### src/rtl/cell_probe_pkg.sv
package cell_probe_pkg;

    typedef enum logic [2:0] {
        PS_IDLE,
        PS_DONE_WAIT,
        PS_FLT_LOW,
        PS_FLT_HIGH,
        PS_GAP_SINK,
        PS_SINK,
        PS_GAP_SRC,
        PS_SRC
    } probe_state_e;

    // current-source drive, at most one bit set
    typedef struct packed {
        logic sink;
        logic src;
        logic trickle;
    } drive_t;

    // single-cycle events produced on a state transition
    typedef struct packed {
        logic valid;
        logic absent;
        logic clr;
    } event_t;

    function automatic drive_t drive_of(probe_state_e s);
        drive_t d;
        d.sink    = (s == PS_SINK);
        d.src     = (s == PS_SRC);
        d.trickle = (s == PS_FLT_LOW);
        return d;
    endfunction

    function automatic logic in_window(probe_state_e s);
        return (s == PS_SINK) || (s == PS_SRC);
    endfunction

    function automatic logic holds_fault(probe_state_e s);
        return (s == PS_FLT_LOW) || (s == PS_FLT_HIGH);
    endfunction

endpackage

### src/rtl/probe_window_timer.sv
module probe_window_timer #(
    parameter int WIN_TICKS = 125
) (
    input  logic clk,
    input  logic rst,
    input  logic run,
    input  logic tick,
    output logic last
);
    localparam int CW = (WIN_TICKS > 1) ? $clog2(WIN_TICKS) : 1;
    localparam logic [CW-1:0] LAST_IDX = CW'(WIN_TICKS - 1);

    logic [CW-1:0] cnt_q;

    always_ff @(posedge clk) begin
        if (rst || !run) begin
            cnt_q <= '0;
        end else if (tick) begin
            cnt_q <= (cnt_q == LAST_IDX) ? '0 : cnt_q + CW'(1);
        end
    end

    assign last = run && tick && (cnt_q == LAST_IDX);

endmodule

### src/rtl/probe_seq_fsm.sv
module probe_seq_fsm
    import cell_probe_pkg::*;
(
    input  logic         clk,
    input  logic         rst,
    input  logic         start_req,
    input  logic         start_fault,
    input  logic         below_low,
    input  logic         above_rch,
    input  logic         en_toggle,
    input  logic         win_last,
    output probe_state_e state_q,
    output event_t       evt
);
    probe_state_e state_d;

    always_comb begin
        state_d = state_q;
        evt     = '0;
        if (en_toggle) begin
            state_d = PS_IDLE;
            evt.clr = holds_fault(state_q);
        end else begin
            unique case (state_q)
                PS_IDLE: begin
                    if (start_req) begin
                        if (start_fault)
                            state_d = above_rch ? PS_FLT_HIGH : PS_FLT_LOW;
                        else
                            state_d = PS_DONE_WAIT;
                    end
                end
                PS_DONE_WAIT: begin
                    if (!above_rch) state_d = PS_GAP_SINK;
                end
                PS_FLT_LOW: begin
                    if (above_rch) state_d = PS_FLT_HIGH;
                end
                PS_FLT_HIGH: begin
                    if (!above_rch) begin
                        state_d = PS_GAP_SINK;
                        evt.clr = 1'b1;
                    end
                end
                PS_GAP_SINK: state_d = PS_SINK;
                PS_GAP_SRC:  state_d = PS_SRC;
                PS_SINK: begin
                    if (win_last) begin
                        if (below_low) begin
                            state_d = PS_GAP_SRC;
                        end else begin
                            state_d   = PS_IDLE;
                            evt.valid = 1'b1;
                        end
                    end
                end
                PS_SRC: begin
                    if (win_last) begin
                        evt.valid  = 1'b1;
                        evt.absent = above_rch;
                        state_d    = above_rch ? PS_DONE_WAIT : PS_IDLE;
                    end
                end
                default: state_d = PS_IDLE;
            endcase
        end
    end

    always_ff @(posedge clk) begin
        if (rst) state_q <= PS_IDLE;
        else     state_q <= state_d;
    end

endmodule

### src/rtl/probe_out_stage.sv
module probe_out_stage
    import cell_probe_pkg::*;
(
    input  logic         clk,
    input  logic         rst,
    input  probe_state_e state_q,
    input  event_t       evt,
    output logic         sink_en,
    output logic         prechg_en,
    output logic         fault_i_en,
    output logic         result_valid,
    output logic         result_absent,
    output logic         fault_clear
);
    drive_t drv;
    event_t evt_q;

    assign drv = drive_of(state_q);

    always_ff @(posedge clk) begin
        if (rst) evt_q <= '0;
        else     evt_q <= evt;
    end

    assign sink_en       = drv.sink;
    assign prechg_en     = drv.src;
    assign fault_i_en    = drv.trickle;
    assign result_valid  = evt_q.valid;
    assign result_absent = evt_q.absent;
    assign fault_clear   = evt_q.clr;

endmodule

### src/rtl/cell_probe_ctrl.sv
module cell_probe_ctrl
    import cell_probe_pkg::*;
#(
    parameter int WIN_TICKS = 125
) (
    input  logic clk,
    input  logic rst,
    input  logic start_req,
    input  logic start_fault,
    input  logic below_low,
    input  logic above_rch,
    input  logic ms_tick,
    input  logic en_toggle,
    output logic sink_en,
    output logic prechg_en,
    output logic fault_i_en,
    output logic result_valid,
    output logic result_absent,
    output logic fault_clear
);
    probe_state_e st;
    event_t       evt;
    logic         win_last;

    probe_window_timer #(.WIN_TICKS(WIN_TICKS)) u_timer (
        .clk  (clk),
        .rst  (rst),
        .run  (in_window(st)),
        .tick (ms_tick),
        .last (win_last)
    );

    probe_seq_fsm u_fsm (
        .clk         (clk),
        .rst         (rst),
        .start_req   (start_req),
        .start_fault (start_fault),
        .below_low   (below_low),
        .above_rch   (above_rch),
        .en_toggle   (en_toggle),
        .win_last    (win_last),
        .state_q     (st),
        .evt         (evt)
    );

    probe_out_stage u_out (
        .clk           (clk),
        .rst           (rst),
        .state_q       (st),
        .evt           (evt),
        .sink_en       (sink_en),
        .prechg_en     (prechg_en),
        .fault_i_en    (fault_i_en),
        .result_valid  (result_valid),
        .result_absent (result_absent),
        .fault_clear   (fault_clear)
    );

endmodule

### config.mk
export PLATFORM = sky130hd
export DESIGN_NAME = cell_probe_ctrl
export DESIGN_NICKNAME = d
export VERILOG_FILES = /design/src/rtl/cell_probe_pkg.sv /design/src/rtl/probe_window_timer.sv /design/src/rtl/probe_seq_fsm.sv /design/src/rtl/probe_out_stage.sv /design/src/rtl/cell_probe_ctrl.sv
export SDC_FILE = /design/constraint.sdc
export NUM_CORES = 1
export LEC_CHECK = 0
export ABC_AREA = 1
export BUFFER_PORTS_ARGS = -buffer_cell sky130_fd_sc_hd__buf_2
export CAP_MARGIN = 10
export CORE_ASPECT_RATIO = 1.1
export CORE_MARGIN = 1
export CORE_UTILIZATION = 35
export CTS_BUF_LIST = sky130_fd_sc_hd__clkbuf_2
export CTS_CLUSTER_DIAMETER = 80
export DETAILED_ROUTE_END_ITERATION = 7
export SYNTH_ARGS = -nofsm -noshare
export SYNTH_HDL_FRONTEND = slang
export SYNTH_SLANG_ARGS = --single-unit
### constraint.sdc
create_clock -name clk -period 1.7 [get_ports clk]
set_clock_uncertainty 0.1 [all_clocks]
set_input_delay 0.34 -clock clk [delete_from_list [all_inputs] [get_ports clk]]
set_output_delay 0.34 -clock clk [all_outputs]
set_load 0.02 [all_outputs]
==> results of run 1 <==
cell type report:
class / instances / area, µm² / area share
multi-input cells: 73 / 380 / 0.459
clock buffers: 4 / 20.0 / 0.0242
repair buffers: 13 / 65.1 / 0.0785
flip-flops and latches: 13 / 262 / 0.316
well taps: 27 / 33.8 / 0.0408
inverters: 18 / 67.6 / 0.0816
sequential cells by signal (all words and copies together), names as in the netlist:
name and cells:
u_timer.cnt_q 7, u_fsm.state_q 3, u_out.fault_clear 1, u_out.result_absent 1
u_out.result_valid 1
stage by stage:
| step | util | total power, mW | instance area, µm² |
|---|---|---|---|
| 2_1_floorplan | - | 0.374 | 708 |
| 3_3_place_gp | 0.438 | 0.399 | 807 |
| 3_5_place_dp | 0.438 | 0.398 | 807 |
| 4_1_cts | 0.449 | 0.557 | 827 |
| 5_1_grt | 0.450 | 0.583 | 828 |
| 6_report | 0.450 | 0.552 | 828 |
worst max-delay path, delay by kind of cell, from the launching register on:
kind,cells,cell delay [ns]
flops,1,0.44
buf+inv,1,0.18
simple gates,2,0.28
cells in the mapped netlist:
master	instances
o21ai_0	5
o21ai_1	1
nor2_4	1
inv_1	15
nor3_2	1
nand3_2	2
nand3_1	6
nand2_1	19
nor3_1	3
nor2_1	15
nor2_2	3
xor2_1	1
inv_2	3
dfxtp_1	13
nand2_2	4
a21oi_1	5
ha_1	2
or2_2	1
nor4_1	3
xnor2_1	1
timing repair:
item                                   4_1_cts  5_1_grt
gates resized for setup                      0        1
endpoints found under the hold margin        0        0
setup endpoints to repair                    0        1
path summary, 6_finish.rpt:
check | from | endpoint | cells after the start
hold reg to reg | u_timer.cnt_q[5]$_SDFFE_PP0P_ | u_timer.cnt_q[5]$_SDFFE_PP0P_ | 2
setup reg to reg | u_timer.cnt_q[0]$_SDFFE_PP0P_ | u_timer.cnt_q[4]$_SDFFE_PP0P_ | 9
hold / removal | rst | u_out.fault_clear$_SDFF_PP0_ | 2
setup / recovery | u_fsm.state_q[2]$_SDFFE_PP0P_ | prechg_en | 3
layout by cell type, fill, tap and decap left out:
master    count
a21oi_1       5
buf_2        13
clkbuf_2      4
dfxtp_1      12
dfxtp_2       1
ha_1          2
inv_1        15
inv_2         3
nand2_1      19
nand2_2       4
nand3_1       6
nand3_2       2
nor2_1       15
nor2_2        3
nor2_4        1
nor3_1        3
nor3_2        1
nor4_1        3
o21ai_0       5
o21ai_1       1
or2_2         1
xnor2_1       1
xor2_1        1
layer usage:
layer	share of wire	routed length, µm	GRT usage	up-vias
li1	-	-	-	360
met1	0.49	657	0.171	293
met2	0.48	638	0.213	9
met3	0.027	36	0.0333	0
met4	0	0	0.0455	0
met5	0	0	0	-
kinds of logic (layout without fill, tap and decap cells):
family                     after synthesis  in the layout  synth area share
buffers and inverters                   18             35            0.0954
AOI/OAI and AO/OA                       11             11            0.0777
and+or+nand+nor                         58             58             0.399
adders and majority gates                2              2            0.0353
DFF                                     13             13             0.367
xor gates and xnor gates                 2              2            0.0247
power breakdown:
part / internal, mW / switching (mW) / total (mW)
sequential: 0.310 / 0.00707 / 0.317
combinational: 0.0295 / 0.0456 / 0.0752
clock: 0.0625 / 0.0981 / 0.161
total: 0.402 / 0.151 / 0.552
==> out/qor.csv, run 1 <==
stage,metric,value,unit
setup_path,"critical path fanouts, max",6,
die,initial core utilization,0.385,
yosys,warnings from Yosys,0,
placement,Placed Cells incl. Taps,144,
drt,WL/cell,9.00,µm
yosys,syn nets,114,
global_routing,first-pass GRT wire length,2.25,mm
layout,fillers,202,
global_routing,Overflow after GRT,0,
sta,worst setup margin,0.105,ns
placement,GP Congestion,0.768,
setup_path,Crit-path slowest cell,dfxtp_1,
clocking,cts hold-fix bufs,0,
sta,final worst-path cycle share,0.938,
min_path,Hold Crit Class,in2reg,
die,Core Region,1840,µm²
layout,synthesis-to-layout area growth,17.0,%
setup_path,data required time of the worst path,1.26,ns
global_routing,vias in the first global route,577,
power_and_ir_drop,worst vdd ir,0.000304,V
setup_path,r2r setup slk,0.31,ns
layout,layout cells sized above 1,0.273,
clocking,CTS tree,built,
yosys,post-synth top area share,0.367,
yosys,Mapped Cells,104,
drt,final WL,1.33,mm
clocking,"Reg clk slew, reported paths",0.13,ns
layout,Final #Nets,132,
setup_path,CP Launch Type,flip-flop,
drt,1st-pass router iterations,4,
yosys,ranking of synthesized cells by area,"dfxtp_1 37%, nand2_1 10%, inv_1 8.0%",
yosys,syn avg cell area,6.81,µm²
sta,Fin. Hold Viols,0,
power_and_ir_drop,Cell Pwr Density,667,nW/µm²
yosys,sequential fraction of the synthesis area,0.367,
sta,unrepaired setup endpoints after global routing,no,
placement,port bufs,13,
drt,drt initial violations,14,
placement,DPL Wire Length,1.08,mm
clocking,setup bufs post-CTS,0,
setup_path,worst endpoint data arrival time,1.15,ns
yosys,"area leader, netlist",dfxtp_1,
sta,Slew Limit Headroom,0.811,
layout,n_diodes,0,
placement,worst slack at placement,0.362,ns
clocking,# clock sinks,13,
power_and_ir_drop,Pleak,0.399,nW
drt,antenna-violating nets left,0,
global_routing,largest net degree at the start of global routing,8,
die,I/O pins,14,
die,row cnt,16,
drt,drt drc,0,
sta,setup violators final,0,
clocking,root buffer cell,clkbuf_2,
clocking,total CTS buffers,3,
yosys,Yosys cell types,20,
yosys,synthesized area,708,µm²
yosys,number of synthesized register bits,13,
clocking,# H-tree levels,1,
sta,hold slack,0.188,ns
drt,vias per cell,4.47,
setup_path,Setup crit end kind,output port,
setup_path,crit-path cells,"nand2_1, nor2_2, buf_2",
die,Die X,44.9,µm
sta,max frequency,627,MHz
run_status,status,finished clean,
drt,routed via count,662,
sta,worst-margin pin slew,0.280,ns
sta,fin crit period,1.59,ns
clocking,CTS max path bufs,2,
sta,Final Max Tran Viols,0,
global_routing,initial antenna violation count,0,
run,Max Cap Viol,0,
setup_path,Crit Path Class,reg2out,
die,die area,2210,µm²
sta,setup TNS,0,ns
global_routing,GR Util All Layers,0.133,
setup_path,crit-path max cell delay,0.44,ns
layout,Final Instance Count excl. Fillers,148,
die,Die H,49.2,µm
clocking,Worst-Skew Late Latency,0.26,ns
Power figures use the tool's default switching activity.
==> run 2: changes to the inputs <==
--- a/config.mk
+++ b/config.mk
@@ -8,12 +8,12 @@
 export ABC_AREA = 1
 export BUFFER_PORTS_ARGS = -buffer_cell sky130_fd_sc_hd__buf_2
 export CAP_MARGIN = 10
-export CORE_ASPECT_RATIO = 1.1
-export CORE_MARGIN = 1
-export CORE_UTILIZATION = 35
+export CORE_AREA = 2 2 39 41
 export CTS_BUF_LIST = sky130_fd_sc_hd__clkbuf_2
 export CTS_CLUSTER_DIAMETER = 80
 export DETAILED_ROUTE_END_ITERATION = 7
+export DIE_AREA = 0 0 41 43
+export PLACE_DENSITY = 0.77
 export SYNTH_ARGS = -nofsm -noshare
 export SYNTH_HDL_FRONTEND = slang
 export SYNTH_SLANG_ARGS = --single-unit
==> run 2 against run 1 <==
- combinational power barely moved
- total power rose by 0.33%
- worst hold slack got worse by 0.031 ns
- sequential power barely moved
- fmax barely moved
- critical path depth did not move
==> out/qor.csv, run 2 (same netlist as run 1, synthesis figures left out) <==
stage,metric,value,unit,change
layout,Final Util,0.590,,was 0.450
clocking,total CTS buffers,3,,unchanged
layout,"commonest cells after routing, fill and taps aside","19 x nand2_1, 15 x inv_1, 15 x nor2_1",,unchanged
run_status,status,finished clean,,unchanged
power_and_ir_drop,Cell Pwr Density,679,nW/µm²,was 667 nW/µm²
clocking,"Reg clk slew, reported paths",0.13,ns,about the same
placement,worst slack at placement,0.354,ns,was 0.362 ns
clocking,# H-tree levels,1,,unchanged
clocking,CTS max path bufs,2,,unchanged
setup_path,CP Launch Type,flip-flop,,unchanged
power_and_ir_drop,worst vdd ir,0.000323,V,was 0.000304 V
placement,port bufs,13,,unchanged
die,die area,1760,µm²,was 2210 µm²
setup_path,"critical path fanouts, max",5,,was 6
global_routing,initial antenna violation count,0,,unchanged
clocking,cts hold-fix bufs,0,,unchanged
drt,antenna-violating nets left,0,,unchanged
drt,routed via count,682,,was 662
clocking,setup bufs post-CTS,0,,unchanged
drt,vias per cell,4.98,,was 4.47
sta,worst-margin pin slew,0.279,ns,was 0.280 ns
clocking,Worst-Skew Late Latency,0.27,ns,was 0.26 ns
sta,final worst-path cycle share,0.937,,was 0.938
drt,final WL,1.36,mm,was 1.33 mm
layout,n_diodes,0,,unchanged
drt,WL/cell,9.94,µm,was 9.00 µm
drt,drt drc,0,,unchanged
die,initial core utilization,0.512,,was 0.385
sta,setup TNS,0,ns,unchanged
sta,setup violators final,0,,unchanged
layout,max FFs per register,7,,unchanged
layout,synthesis-to-layout area growth,15.2,%,was 17.0%
placement,GP Congestion,0.858,,was 0.768
layout,Final #Nets,132,,unchanged
sta,Fin. Hold Viols,0,,unchanged
global_routing,GR Util All Layers,0.201,,was 0.133
layout,layout cells sized above 1,0.281,,was 0.273
sta,hold slack,0.157,ns,was 0.188 ns
sta,Slew Limit Headroom,0.813,,was 0.811
setup_path,Crit Path Class,reg2out,,unchanged
run,Max Cap Viol,0,,unchanged
power_and_ir_drop,Pwr Total,0.554,mW,was 0.552 mW
die,I/O pins,14,,unchanged
sta,Final Max Tran Viols,0,,unchanged
layout,"Most flops, register",u_timer.cnt_q,,unchanged
global_routing,Overflow after GRT,0,,unchanged
layout,Largest regs,"u_timer.cnt_q (7), u_fsm.state_q (3)",,unchanged
drt,1st-pass router iterations,4,,unchanged
sta,max frequency,627,MHz,about the same
clocking,# clock sinks,13,,unchanged
die,Core Region,1380,µm²,was 1840 µm²
drt,drt initial violations,18,,was 14
sta,worst setup margin,0.106,ns,was 0.105 ns
die,Die X,41,µm,was 44.9 µm
layout,fillers,139,,was 202
setup_path,data required time of the worst path,1.26,ns,about the same
clocking,Post-CTS Resized,0,,unchanged
min_path,Hold Crit Class,in2reg,,unchanged
global_routing,largest net degree at the start of global routing,8,,unchanged
die,Die H,43,µm,was 49.2 µm
layout,"commonest non-fill, non-tap cell in the layout",nand2_1,,unchanged
sta,unrepaired setup endpoints after global routing,no,,unchanged
power_and_ir_drop,Pleak,0.400,nW,was 0.399 nW
clocking,root buffer cell,clkbuf_2,,unchanged
global_routing,first-pass GRT wire length,2.38,mm,was 2.25 mm
placement,DPL Wire Length,1.10,mm,was 1.08 mm
setup_path,Setup crit end kind,output port,,unchanged
clocking,CTS tree,built,,unchanged
die,row cnt,14,,was 16
sta,fin crit period,1.59,ns,about the same
global_routing,vias in the first global route,639,,was 577
setup_path,worst endpoint data arrival time,1.15,ns,about the same
## run 2: cell types whose count changed in the layout (fill, tap and decap cells not counted)
cell / before / now
dfxtp_2: 1 / 2
dfxtp_1: 12 / 11
## run 2: area by class of cell
type | count | area, µm² | share of cell area
multi-input combinational | 73 | 380 | 0.466
inverter | 18 | 67.6 | 0.0828
sequential | 13 | 263 | 0.322
tap | 16 | 20.0 | 0.0245
timing repair buffer | 13 | 65.1 | 0.0798
clock buffer | 4 | 20.0 | 0.0245
## run 2: routing by layer
layer / track usage / up-vias / wire length [µm]
li1: - / 365 / -
met1: 0.235 / 295 / 592
met2: 0.303 / 17 / 659
met3: 0.0471 / 5 / 67
met4: 0.140 / 0 / 42
met5: 0 / - / 0
## run 2: through the flow
stage	instances	cell area (µm²)
6_report	137	816
5_1_grt	137	816
4_1_cts	137	813
3_5_place_dp	133	793
3_3_place_gp	133	793
2_1_floorplan	104	708
## run 2: final timing paths
path / depth (start not counted) / endpoint / slack, ns / startpoint
max: 3 / prechg_en / 0.11 / u_fsm.state_q[0]$_SDFFE_PP0P_
min: 2 / u_out.result_absent$_SDFF_PP0_ / 0.16 / rst
max reg2reg: 9 / u_timer.cnt_q[4]$_SDFFE_PP0P_ / 0.32 / u_timer.cnt_q[0]$_SDFFE_PP0P_
min reg2reg: 2 / u_timer.cnt_q[5]$_SDFFE_PP0P_ / 0.40 / u_timer.cnt_q[5]$_SDFFE_PP0P_
## run 2: critical path, stage by stage, from the launching register on
cell and delay (ns):
dfxtp_1 0.42, nand2_1 0.13, nor2_2 0.14, buf_2 0.18
## run 2: report_power, final
part | switching, mW | internal (mW) | total, mW
logic | 0.0454 | 0.0295 | 0.0749
registers | 0.00712 | 0.310 | 0.317
clock network | 0.100 | 0.0624 | 0.162
